==> config.mk <==
export PLATFORM = sky130hd
export DESIGN_NAME = hart_timer_unit
export DESIGN_NICKNAME = d
export VERILOG_FILES = /design/src/rtl/htu_pkg.sv /design/src/rtl/htu_decode.sv /design/src/rtl/htu_time_counter.sv /design/src/rtl/htu_cmp_slot.sv /design/src/rtl/hart_timer_unit.sv
export SDC_FILE = /design/constraint.sdc
export NUM_CORES = 1
export LEC_CHECK = 0
export BUFFER_PORTS_ARGS = -buffer_cell sky130_fd_sc_hd__buf_2
export CORE_MARGIN = 2
export CORE_UTILIZATION = 40
export CTS_BUF_LIST = sky130_fd_sc_hd__clkbuf_8
export CTS_CLUSTER_SIZE = 30
export DETAILED_ROUTE_END_ITERATION = 10
export SYNTH_ARGS = -nofsm -noshare
export SYNTH_HDL_FRONTEND = slang
export SYNTH_SLANG_ARGS = --single-unit
==> constraint.sdc <==
create_clock -name clk -period 5.6 [get_ports clk]
set_clock_uncertainty 0.15 [all_clocks]
set_input_delay 0 -clock clk [delete_from_list [all_inputs] [get_ports clk]]
set_output_delay 0 -clock clk [all_outputs]
set_load 0.01 [all_outputs]
==> src/rtl/htu_pkg.sv <==
// Shared types and helpers for the multi-hart timer unit.
// Assumes 64-bit registers split into two 32-bit halves.
package htu_pkg;

    localparam int unsigned WORD_W = 64;
    localparam int unsigned HALF_W = 32;

    // Source selected for a read response
    typedef enum logic [1:0] {
        RD_NONE = 2'd0,
        RD_CMP  = 2'd1,
        RD_TIME = 2'd2
    } rd_src_e;

    // Per-register half write enables
    typedef struct packed {
        logic hi;
        logic lo;
    } half_we_t;

    // Replace the enabled halves of a 64-bit word, keep the rest
    function automatic logic [WORD_W-1:0] merge_halves(
        input logic [WORD_W-1:0] cur,
        input half_we_t          en,
        input logic [HALF_W-1:0] lo_d,
        input logic [HALF_W-1:0] hi_d
    );
        merge_halves = {en.hi ? hi_d : cur[WORD_W-1:HALF_W],
                        en.lo ? lo_d : cur[HALF_W-1:0]};
    endfunction

endpackage

==> src/rtl/htu_decode.sv <==
// Address decoder for the timer unit.
// Maps a bus access onto half write enables for the counter and each compare
// slot, and steers the write data into low and high half values.
// It also names the read source and read format.
// Assumes: CMP_BASE and TIME_BASE are 8-byte aligned and the two regions do
// not overlap. An 8-byte write at offset 4 enables nothing.
module htu_decode
    import htu_pkg::*;
#(
    parameter int unsigned          NUM_HARTS = 4,
    parameter int unsigned          ADDR_W    = 16,
    parameter logic [ADDR_W-1:0]    CMP_BASE  = '0,
    parameter logic [ADDR_W-1:0]    TIME_BASE = ADDR_W'(16'h0100),
    parameter int unsigned          IDX_W     = 2
) (
    input  logic                    req,
    input  logic                    we,
    input  logic [ADDR_W-1:0]       addr,
    input  logic                    wide,
    input  logic [WORD_W-1:0]       wdata,
    output half_we_t [NUM_HARTS-1:0] cmp_we,
    output half_we_t                time_we,
    output logic [HALF_W-1:0]       wr_lo,
    output logic [HALF_W-1:0]       wr_hi,
    output logic                    rd_en,
    output rd_src_e                 rd_src,
    output logic [IDX_W-1:0]        rd_idx,
    output logic                    rd_hi,
    output logic                    rd_wide,
    output logic                    rd_unmapped
);

    localparam logic [ADDR_W-1:0] CMP_SPAN = ADDR_W'(8 * NUM_HARTS);

    logic              word_ok;
    logic              hi_off;
    logic              in_cmp;
    logic              in_time;
    logic [ADDR_W-1:0] cmp_off;
    logic [IDX_W-1:0]  hart_idx;
    logic              wr;
    logic              lo_hit;
    logic              hi_hit;

    assign word_ok  = (addr[1:0] == 2'b00);
    assign hi_off   = addr[2];
    assign cmp_off  = addr - CMP_BASE;
    assign in_cmp   = word_ok && (cmp_off < CMP_SPAN);
    assign in_time  = word_ok && (addr[ADDR_W-1:3] == TIME_BASE[ADDR_W-1:3]);
    assign hart_idx = cmp_off[IDX_W+2:3];

    // Which halves a write touches: the low half only at offset 0, the high
    // half by a 4-byte write at offset 4 or an 8-byte write at offset 0
    always_comb begin : p_half_sel
        wr     = req && we;
        lo_hit = wr && !hi_off;
        hi_hit = wr && (hi_off ? !wide : wide);
    end

    // Steer write data: an 8-byte write carries the high half in bits 63:32
    always_comb begin : p_data_steer
        wr_lo = wdata[HALF_W-1:0];
        wr_hi = wide ? wdata[WORD_W-1:HALF_W] : wdata[HALF_W-1:0];
    end

    // Per-slot and counter write enables
    always_comb begin : p_wr_enables
        for (int h = 0; h < NUM_HARTS; h++) begin
            cmp_we[h].lo = lo_hit && in_cmp && (hart_idx == IDX_W'(h));
            cmp_we[h].hi = hi_hit && in_cmp && (hart_idx == IDX_W'(h));
        end
        time_we.lo = lo_hit && in_time;
        time_we.hi = hi_hit && in_time;
    end

    // Read source and format
    always_comb begin : p_rd_decode
        rd_en   = req && !we;
        rd_idx  = hart_idx;
        rd_hi   = hi_off;
        rd_wide = wide;
        if (in_cmp) begin
            rd_src = RD_CMP;
        end else if (in_time) begin
            rd_src = RD_TIME;
        end else begin
            rd_src = RD_NONE;
        end
        rd_unmapped = rd_en && (rd_src == RD_NONE);
    end

endmodule

==> src/rtl/htu_time_counter.sv <==
// Shared 64-bit time counter.
// Clears on synchronous reset and loads the enabled halves on a bus write.
// Otherwise it adds one when tick_en is high.
// Assumes tick_en is already synchronous to clk.
module htu_time_counter
    import htu_pkg::*;
(
    input  logic              clk,
    input  logic              rst_n,
    input  logic              tick_en,
    input  half_we_t          we,
    input  logic [HALF_W-1:0] lo_d,
    input  logic [HALF_W-1:0] hi_d,
    output logic [WORD_W-1:0] time_o
);

    logic [WORD_W-1:0] time_q;

    // Counter register: reset, bus write (wins over tick), then increment
    always_ff @(posedge clk) begin : p_count
        if (!rst_n) begin
            time_q <= '0;
        end else if (we.lo || we.hi) begin
            time_q <= merge_halves(time_q, we, lo_d, hi_d);
        end else if (tick_en) begin
            time_q <= time_q + WORD_W'(1);
        end
    end

    assign time_o = time_q;

endmodule

==> src/rtl/htu_cmp_slot.sv <==
// One hart's compare register and its interrupt comparator.
// The register has no reset, so its value is undefined until software
// writes it. The interrupt is a direct unsigned comparison of stored
// registers, with no added register stage.
module htu_cmp_slot
    import htu_pkg::*;
(
    input  logic              clk,
    input  half_we_t          we,
    input  logic [HALF_W-1:0] lo_d,
    input  logic [HALF_W-1:0] hi_d,
    input  logic [WORD_W-1:0] time_i,
    output logic [WORD_W-1:0] cmp_o,
    output logic              irq_o
);

    logic [WORD_W-1:0] cmp_q;

    // Compare register: merge the written halves with the kept ones
    always_ff @(posedge clk) begin : p_cmp_store
        if (we.lo || we.hi) begin
            cmp_q <= merge_halves(cmp_q, we, lo_d, hi_d);
        end
    end

    // Level interrupt: deadline reached when compare <= time
    always_comb begin : p_cmp_level
        irq_o = (cmp_q <= time_i);
    end

    assign cmp_o = cmp_q;

endmodule

==> src/rtl/hart_timer_unit.sv <==
// Top of the multi-hart timer unit.
// Connects the decoder, the shared counter and one compare slot per hart,
// and registers the read response.
// Assumes: NUM_HARTS from 1 to 16, and single-cycle accesses with no stall.
module hart_timer_unit
    import htu_pkg::*;
#(
    parameter int unsigned       NUM_HARTS = 4,
    parameter int unsigned       ADDR_W    = 16,
    parameter logic [ADDR_W-1:0] CMP_BASE  = '0,
    parameter logic [ADDR_W-1:0] TIME_BASE = ADDR_W'(16'h0100)
) (
    input  logic                 clk,
    input  logic                 rst_n,
    input  logic                 tick_en,
    input  logic                 req,
    input  logic                 we,
    input  logic [ADDR_W-1:0]    addr,
    input  logic [63:0]          wdata,
    input  logic                 size,
    output logic [63:0]          rdata,
    output logic [NUM_HARTS-1:0] irq
);

    localparam int unsigned IDX_W = (NUM_HARTS > 1) ? $clog2(NUM_HARTS) : 1;

    half_we_t [NUM_HARTS-1:0] cmp_we;
    half_we_t                 time_we;
    logic [HALF_W-1:0]        wr_lo;
    logic [HALF_W-1:0]        wr_hi;
    logic                     rd_en;
    rd_src_e                  rd_src;
    logic [IDX_W-1:0]         rd_idx;
    logic                     rd_hi;
    logic                     rd_wide;
    logic                     rd_unmapped;
    logic [WORD_W-1:0]        time_now;
    logic [WORD_W-1:0]        cmp_val [NUM_HARTS];
    logic [WORD_W-1:0]        sel_word;
    logic [WORD_W-1:0]        rd_word;

    htu_decode #(
        .NUM_HARTS (NUM_HARTS),
        .ADDR_W    (ADDR_W),
        .CMP_BASE  (CMP_BASE),
        .TIME_BASE (TIME_BASE),
        .IDX_W     (IDX_W)
    ) u_decode (
        .req         (req),
        .we          (we),
        .addr        (addr),
        .wide        (size),
        .wdata       (wdata),
        .cmp_we      (cmp_we),
        .time_we     (time_we),
        .wr_lo       (wr_lo),
        .wr_hi       (wr_hi),
        .rd_en       (rd_en),
        .rd_src      (rd_src),
        .rd_idx      (rd_idx),
        .rd_hi       (rd_hi),
        .rd_wide     (rd_wide),
        .rd_unmapped (rd_unmapped)
    );

    htu_time_counter u_time (
        .clk     (clk),
        .rst_n   (rst_n),
        .tick_en (tick_en),
        .we      (time_we),
        .lo_d    (wr_lo),
        .hi_d    (wr_hi),
        .time_o  (time_now)
    );

    for (genvar h = 0; h < NUM_HARTS; h++) begin : g_hart
        htu_cmp_slot u_slot (
            .clk    (clk),
            .we     (cmp_we[h]),
            .lo_d   (wr_lo),
            .hi_d   (wr_hi),
            .time_i (time_now),
            .cmp_o  (cmp_val[h]),
            .irq_o  (irq[h])
        );
    end

    // Pick the addressed 64-bit register; unmapped selects zero
    always_comb begin : p_rd_pick
        sel_word = '0;
        if (rd_src == RD_TIME) begin
            sel_word = time_now;
        end else if (rd_src == RD_CMP) begin
            for (int h = 0; h < NUM_HARTS; h++) begin
                if (rd_idx == IDX_W'(h)) begin
                    sel_word = cmp_val[h];
                end
            end
        end
    end

    // Shape the response: high half or low half into bits 31:0, or full word
    always_comb begin : p_rd_shape
        if (rd_hi) begin
            rd_word = {{HALF_W{1'b0}}, sel_word[WORD_W-1:HALF_W]};
        end else if (rd_wide) begin
            rd_word = sel_word;
        end else begin
            rd_word = {{HALF_W{1'b0}}, sel_word[HALF_W-1:0]};
        end
    end

    // Registered read data, updated only by an accepted read
    always_ff @(posedge clk) begin : p_rd_reg
        if (!rst_n) begin
            rdata <= '0;
        end else if (rd_en) begin
            rdata <= rd_word;
        end
    end

endmodule

==> out/qor.yml, run 1 <==
status: "complete, no violations"
num_rows: 86
synth.most_common_cell: "ha_1"
regArea_um2: 10200
grt_max_degree: 62
grt_pass1_wl_um: 119000
synthTopCellsByArea: "edfxtp_1 35%, ha_1 14%, dfxtp_1 12%, mux4_2 6.5%, a21oi_1 3.6%"
cts_setup_buffers: 0
fp.dieW_um: 240
synth_seq_cells: 384
ys_seq_area_frac: 0.461
fillers: 5042
drt-total-wl_um: 80800
fp.dieH_um: 240
path_cells: "inv_1 -> ha_1 -> and4_1 -> nor4bb_1 -> nand2_1 -> nor3_1 -> nand3_1 -> o31ai_1 -> buf_2"
power.total_w: 0.00609
io_pins: 154
postCtsHoldBufs: 78
fmax_mhz: 228
fin_tns_setup_ps: 0
dr.pass1.iters: 7
grt_overflow: 0
setup_viol: 0
async_flop_share: 0
worstPathMaxFanout: 7
synth_area_um2: 22200
drt-initial-drc-count: 1924
synth_top_cell_area_share: 0.346
antenna_found_initial: 3
port_buffers: 153
hp-class: "in2reg"
gp_congestion: 0.929
worst-endpoint-arrival_ps: 4240
relSlewSlack: 0.226
leakagePower_nw: 9.24
cts_resized: 0
finalMaxSlewViolations: 0
p_per_area_nw_per_um2: 235
syn_nets: 2368
worstPathRequired_ps: 5450
p_sw_w: 0.00152
initial_core_util: 0.404
seqPwrFrac: 0.502
detail_route.wl_per_cell_um: 26.4
worstMarginPinSlew_ps: 1160
slowest_stage: "nor4bb_1"
insertion_delay_ps: 670
cts_num_sinks: 384
clkSlewWorstSetupHoldPaths_ps: 60
endpoint_kind: "primary output"
multi_input_area_um2: 11300
drcViolationCount: 0
worstHoldStart: "wdata[27]"
synth-edff-count: 256
dieArea_um2: 57500
fin_util: 0.472
dp_hpwl_um: 58700
core_um2: 55000
cts_buffers: 70
synthTopCellsByCount: "257 x ha_1, 256 x edfxtp_1, 159 x a21oi_1"
ant_nets: 0
drv_cap: 0
synth_cell_type_count: 72
cts_tree: "yes"
power.internal_w: 0.00457
nets: 2595
rsz0062_at_grt: "no"
yosysWarnings: 0
clockRootBuffer: "clkbuf_8"
hold_viol: 0
p_clk_frac: 0.431
via_per_inst: 6.20
syn_inst: 2025
grt_use_total: 0.280
grt_pass1_vias: 18400
synth_ff_type: "edfxtp_1"
peakVddDrop_uv: 146
slowest_delay_ps: 770
clk_path_buf_depth: 3
critical_path_class: "reg2out"
yosys.area.top_type: "edfxtp_1"
fin_crit_sh: 0.785
finalWorstPathRequiredPeriod_ps: 4390
reg2reg_from: "u_time.time_o[0]$_SDFFE_PN0P_"
synth_area_per_cell_um2: 11.0
drive_gt1_frac: 0.174
netSwitchingFraction: 0.249
critPathLaunch: "u_time.time_o[54]$_SDFFE_PN0P_"
num_vias: 19000
start_kind: "flip-flop"
synthToLayoutAreaGrowth_pct: 16.8
cts_htree_levels: 3
p_comb_frac: 0.067
## stage by stage
| stage | hold slack (ps) | area, µm² | setup slack (ps) | std cells |
|---|---|---|---|---|
| after floorplan | -51.1 | 22200 | 1350 | 2025 |
| after global placement | 149 | 23800 | 1790 | 2850 |
| final | 42.7 | 26000 | 1210 | 3058 |
| after detailed placement | 157 | 23800 | 1720 | 2850 |
| after global routing | 29.0 | 26000 | 1120 | 3057 |
| after CTS | 1.74 | 26000 | 996 | 3057 |
## critical path, delay by kind of cell (launching register included)
family | cells | cell delay, ps
adders and majority gates | 1 | 360
buffers and inverters | 2 | 380
DFF | 1 | 390
and+or+nand+nor | 5 | 1980
AOI/OAI and AO/OA | 1 | 460
## cells by family after synthesis
logic type	Yosys count	share of synthesized area
buffers and inverters	181	0.0326
muxes	96	0.0810
AOI/OAI and AO/OA	530	0.151
and+or+nand+nor	576	0.130
adders and majority gates	257	0.145
xor gates and xnor gates	1	0.000394
DFF	384	0.461
## layout make-up
| cell class | instances | area share |
|---|---|---|
| Clock inverter | 51 | 0.0105 |
| Inverter | 74 | 0.0107 |
| Tap cell | 748 | 0.0360 |
| Multi-Input combinational cell | 1460 | 0.437 |
| Sequential cell | 384 | 0.395 |
| Antenna cell | 1 | 0.0000964 |
| Clock buffer | 78 | 0.0413 |
| Timing Repair Buffer | 262 | 0.0697 |
## sequential cells by signal, summed over array words and instances, names as in the netlist
signal,flops
g_hart.u_slot.cmp_o,256
rdata,64
u_time.time_o,64
## path summary, 6_finish.rpt
path / endpoint / slack (ps) / cells after the start
max: irq[2] / 1210 / 9
min reg2reg: u_time.time_o[59]$_SDFFE_PN0P_ / 350 / 1
max reg2reg: u_time.time_o[58]$_SDFFE_PN0P_ / 1870 / 8
min: g_hart[3].u_slot.cmp_o[27]$_DFFE_PP_ / 40 / 2
## power groups by stage
stage          clock network (W)  registers [W]  logic (W)
2_1_floorplan                  0        0.00312   0.000178
3_3_place_gp                   0        0.00312   0.000352
3_5_place_dp                   0        0.00312   0.000354
4_1_cts                  0.00267        0.00306   0.000399
5_1_grt                  0.00277        0.00306   0.000424
6_report                 0.00263        0.00306   0.000405
## layout by cell type (no fill, tap or decap), drive strengths merged, types with 44 or more instances in the layout
| cell | synthesis | routed |
|---|---|---|
| ha | 257 | 257 |
| edfxtp | 256 | 256 |
| buf | 29 | 184 |
| a21oi | 159 | 159 |
| nand2 | 155 | 155 |
| dfxtp | 128 | 128 |
| o21ai | 121 | 121 |
| nor2 | 107 | 107 |
| inv | 74 | 103 |
| clkbuf | 78 | 78 |
| dlygate4sd3 | 0 | 78 |
| nand4 | 73 | 73 |
| nor3 | 68 | 68 |
| nand3 | 67 | 67 |
| mux4 | 64 | 64 |
| a221oi | 44 | 44 |
## routing by layer
metal  up-vias  global-route usage  part of all wire
met5         -                   0           0.00033
met4         4               0.121             0.045
met1      9247               0.368              0.41
met2      1087               0.438              0.45
met3       192              0.0708              0.10
li1       8430                   -                 -
No activity file was read; power rests on OpenSTA's default activity.
==> run 2, diff against run 1 <==
==> constraint.sdc (replaced) <==
create_clock -name clk -period 3.6 [get_ports clk]
set_clock_uncertainty 0.15 [all_clocks]
set_input_delay 0 -clock clk [delete_from_list [all_inputs] [get_ports clk]]
set_output_delay 0 -clock clk [all_outputs]
set_load 0.01 [all_outputs]
==> run 2 against run 1 <==
Die area stayed put. Combinational power is 60% higher. Cell area is 2.5% higher. First-iteration DRC count is 21% higher. Wire length is 1.6% higher. Largest power group unchanged.
==> out/qor.yml, run 2 (synthesized netlist as in run 1, its figures left out) <==
status: "complete, no violations"
final_area_um2: 26600  # +2.5%
initial_core_util: 0.404  # unchanged
critical_path_buf_inv_count: 2  # unchanged
hold_depth: 2  # unchanged
seqPwrFrac: 0.496  # -0.006
critPathTopFamily: "compound AO/OA/AOI/OAI gates"
drive_gt1_frac: 0.216  # +0.0420
drt-total-wl_um: 82100  # +1.6%
worstHoldStart: "wdata[18]"
clkSlewWorstSetupHoldPaths_ps: 60  # about the same
worstPathMaxFanout: 6  # -1
netSwitchingFraction: 0.252  # +0.00260
worstSetupPathDepth: 10  # +1
gp_congestion: 0.952  # +2.5%
path_common_cell: "o211ai_1"
clockRootBuffer: "clkbuf_8"
fp.dieW_um: 240  # unchanged
worst-endpoint-arrival_ps: 3340  # -900 ps
fin_crit_sh: 0.970
nets: 2629  # +1.3%
path_cells: "inv_1 -> ha_1 -> nor2b_1 -> o211ai_1 -> a2111o_1 -> o211ai_1 -> a221oi_2 -> o221ai_1 -> o31ai_2 -> buf_2"
grt_pass1_wl_um: 120000  # +1.2%
cts_num_sinks: 384  # unchanged
core_um2: 55000  # unchanged
finalNonFillerCells: 3090  # +1.0%
antenna_found_initial: 3  # unchanged
largest_reg_flops: 256  # unchanged
peakVddDrop_uv: 317  # +120%
drv_cap: 0  # unchanged
p_per_area_nw_per_um2: 360  # +54%
setup_viol: 0  # unchanged
p_sw_w: 0.00241  # +59%
dp_hpwl_um: 58800  # +0.17%
num_rows: 86  # unchanged
grt_max_degree: 73  # +18%
hold_viol: 0  # unchanged
ant_nets: 0  # unchanged
leakagePower_nw: 9.53  # +3.1%
fin_tns_setup_ps: 0  # unchanged
detail_route.wl_per_cell_um: 26.6  # +0.56%
reg2reg_from: "u_time.time_o[0]$_SDFFE_PN0P_"
via_per_inst: 6.20  # about the same
hp-class: "in2reg"
endpoint_kind: "primary output"
drt-initial-drc-count: 2332  # +21%
place_inst: 2867  # +0.60%
grt_use_total: 0.284  # +0.00423
p_clk_frac: 0.436  # +0.005
reg2reg_depth: 9  # +1
power.internal_w: 0.00717  # +57%
slowest_delay_ps: 400  # -370 ps
synthToLayoutAreaGrowth_pct: 19.6
grt_overflow: 0  # unchanged
slowest_stage: "a221oi_2"
dieArea_um2: 57500  # unchanged
fp.dieH_um: 240  # unchanged
final_cell_mix: "256 x ha_1, 256 x edfxtp_1, 157 x a21oi_1, 154 x nand2_1, 151 x buf_2"
cts_tree: "yes"
insertion_delay_ps: 680  # about the same
port_buffers: 153  # unchanged
finalWorstPathRequiredPeriod_ps: 3490
relSlewSlack: 0.187  # -0.0387
clk_path_buf_depth: 3  # unchanged
p_comb_frac: 0.068  # about the same
worstMarginPinSlew_ps: 1220  # +58.1 ps
cts_htree_levels: 3  # unchanged
cts_buffers: 71  # +1.4%
worstPathRequired_ps: 3450  # -2000 ps
pre_cts_ws_ps: 243  # -1480 ps
rsz0062_at_grt: "no"
critPathLaunch: "u_time.time_o[1]$_SDFFE_PN0P_"
fin_ws_ps: 109  # -1100 ps
place_area_um2: 24100  # +0.94%
num_vias: 19200  # +1.1%
start_kind: "flip-flop"
critical_path_class: "reg2out"
fmax_mhz: 286
power.total_w: 0.00959  # +57%
drcViolationCount: 0  # unchanged
finalMaxSlewViolations: 0  # unchanged
io_pins: 154  # unchanged
grt_pass1_vias: 18600  # +1.0%
dr.pass1.iters: 8  # +1
run 2: cell count changes in the layout (fill, tap and decap cells not counted), sizes merged, moves of 2 or more:
cell and change:
buf +21, bufinv -2, clkbuf +9, clkinv +6, dlygate4sd3 +12, inv -13
run 2: cell type report:
type	count	area, µm²
repair buffers	295	2170
multi-input cells	1460	11500
flip-flops and latches	384	10300
well taps	748	936
clock buffers	87	1200
inverters	74	283
clock inverters	41	184
fillers	4997	28400
diodes	1	2.50
run 2: power by group through the flow:
stage | sequential [W] | combinational [W] | clock, W
global route | 0.00475 | 0.000681 | 0.00443
detailed placement | 0.00485 | 0.000563 | 0
finish | 0.00476 | 0.000649 | 0.00418
floorplan | 0.00485 | 0.000278 | 0
CTS | 0.00475 | 0.000638 | 0.00425
global placement | 0.00485 | 0.000556 | 0
run 2: final timing paths:
check             slack (ps)                                   end
hold reg to reg          350        u_time.time_o[59]$_SDFFE_PN0P_
setup reg to reg         190        u_time.time_o[51]$_SDFFE_PN0P_
setup / recovery         110                                irq[1]
hold / removal            40  g_hart[2].u_slot.cmp_o[18]$_DFFE_PP_
run 2: repair_timing:
| item | in CTS | in global routing |
|---|---|---|
| pin swaps | 13 | 13 |
| buffers inserted | 2 | 2 |
| endpoints found under the setup margin | 4 | 40 |
| hold buffers | 90 | 0 |
| gates resized for setup | 49 | 38 |
| endpoints found under the hold margin | 411 | 0 |
run 2: routing by layer:
metal  track usage  share of wire
met1         0.385           0.42
met4         0.118          0.043
met2         0.441           0.44
met3        0.0625          0.093
met5             0        0.00037
run 2: per-stage QoR:
step | util | hold slack [ps]
2_1_floorplan | - | -51.1
3_3_place_gp | 0.438 | 123
3_5_place_dp | 0.438 | 133
4_1_cts | 0.482 | 4.07
5_1_grt | 0.484 | 30.0
6_report | 0.484 | 44.1
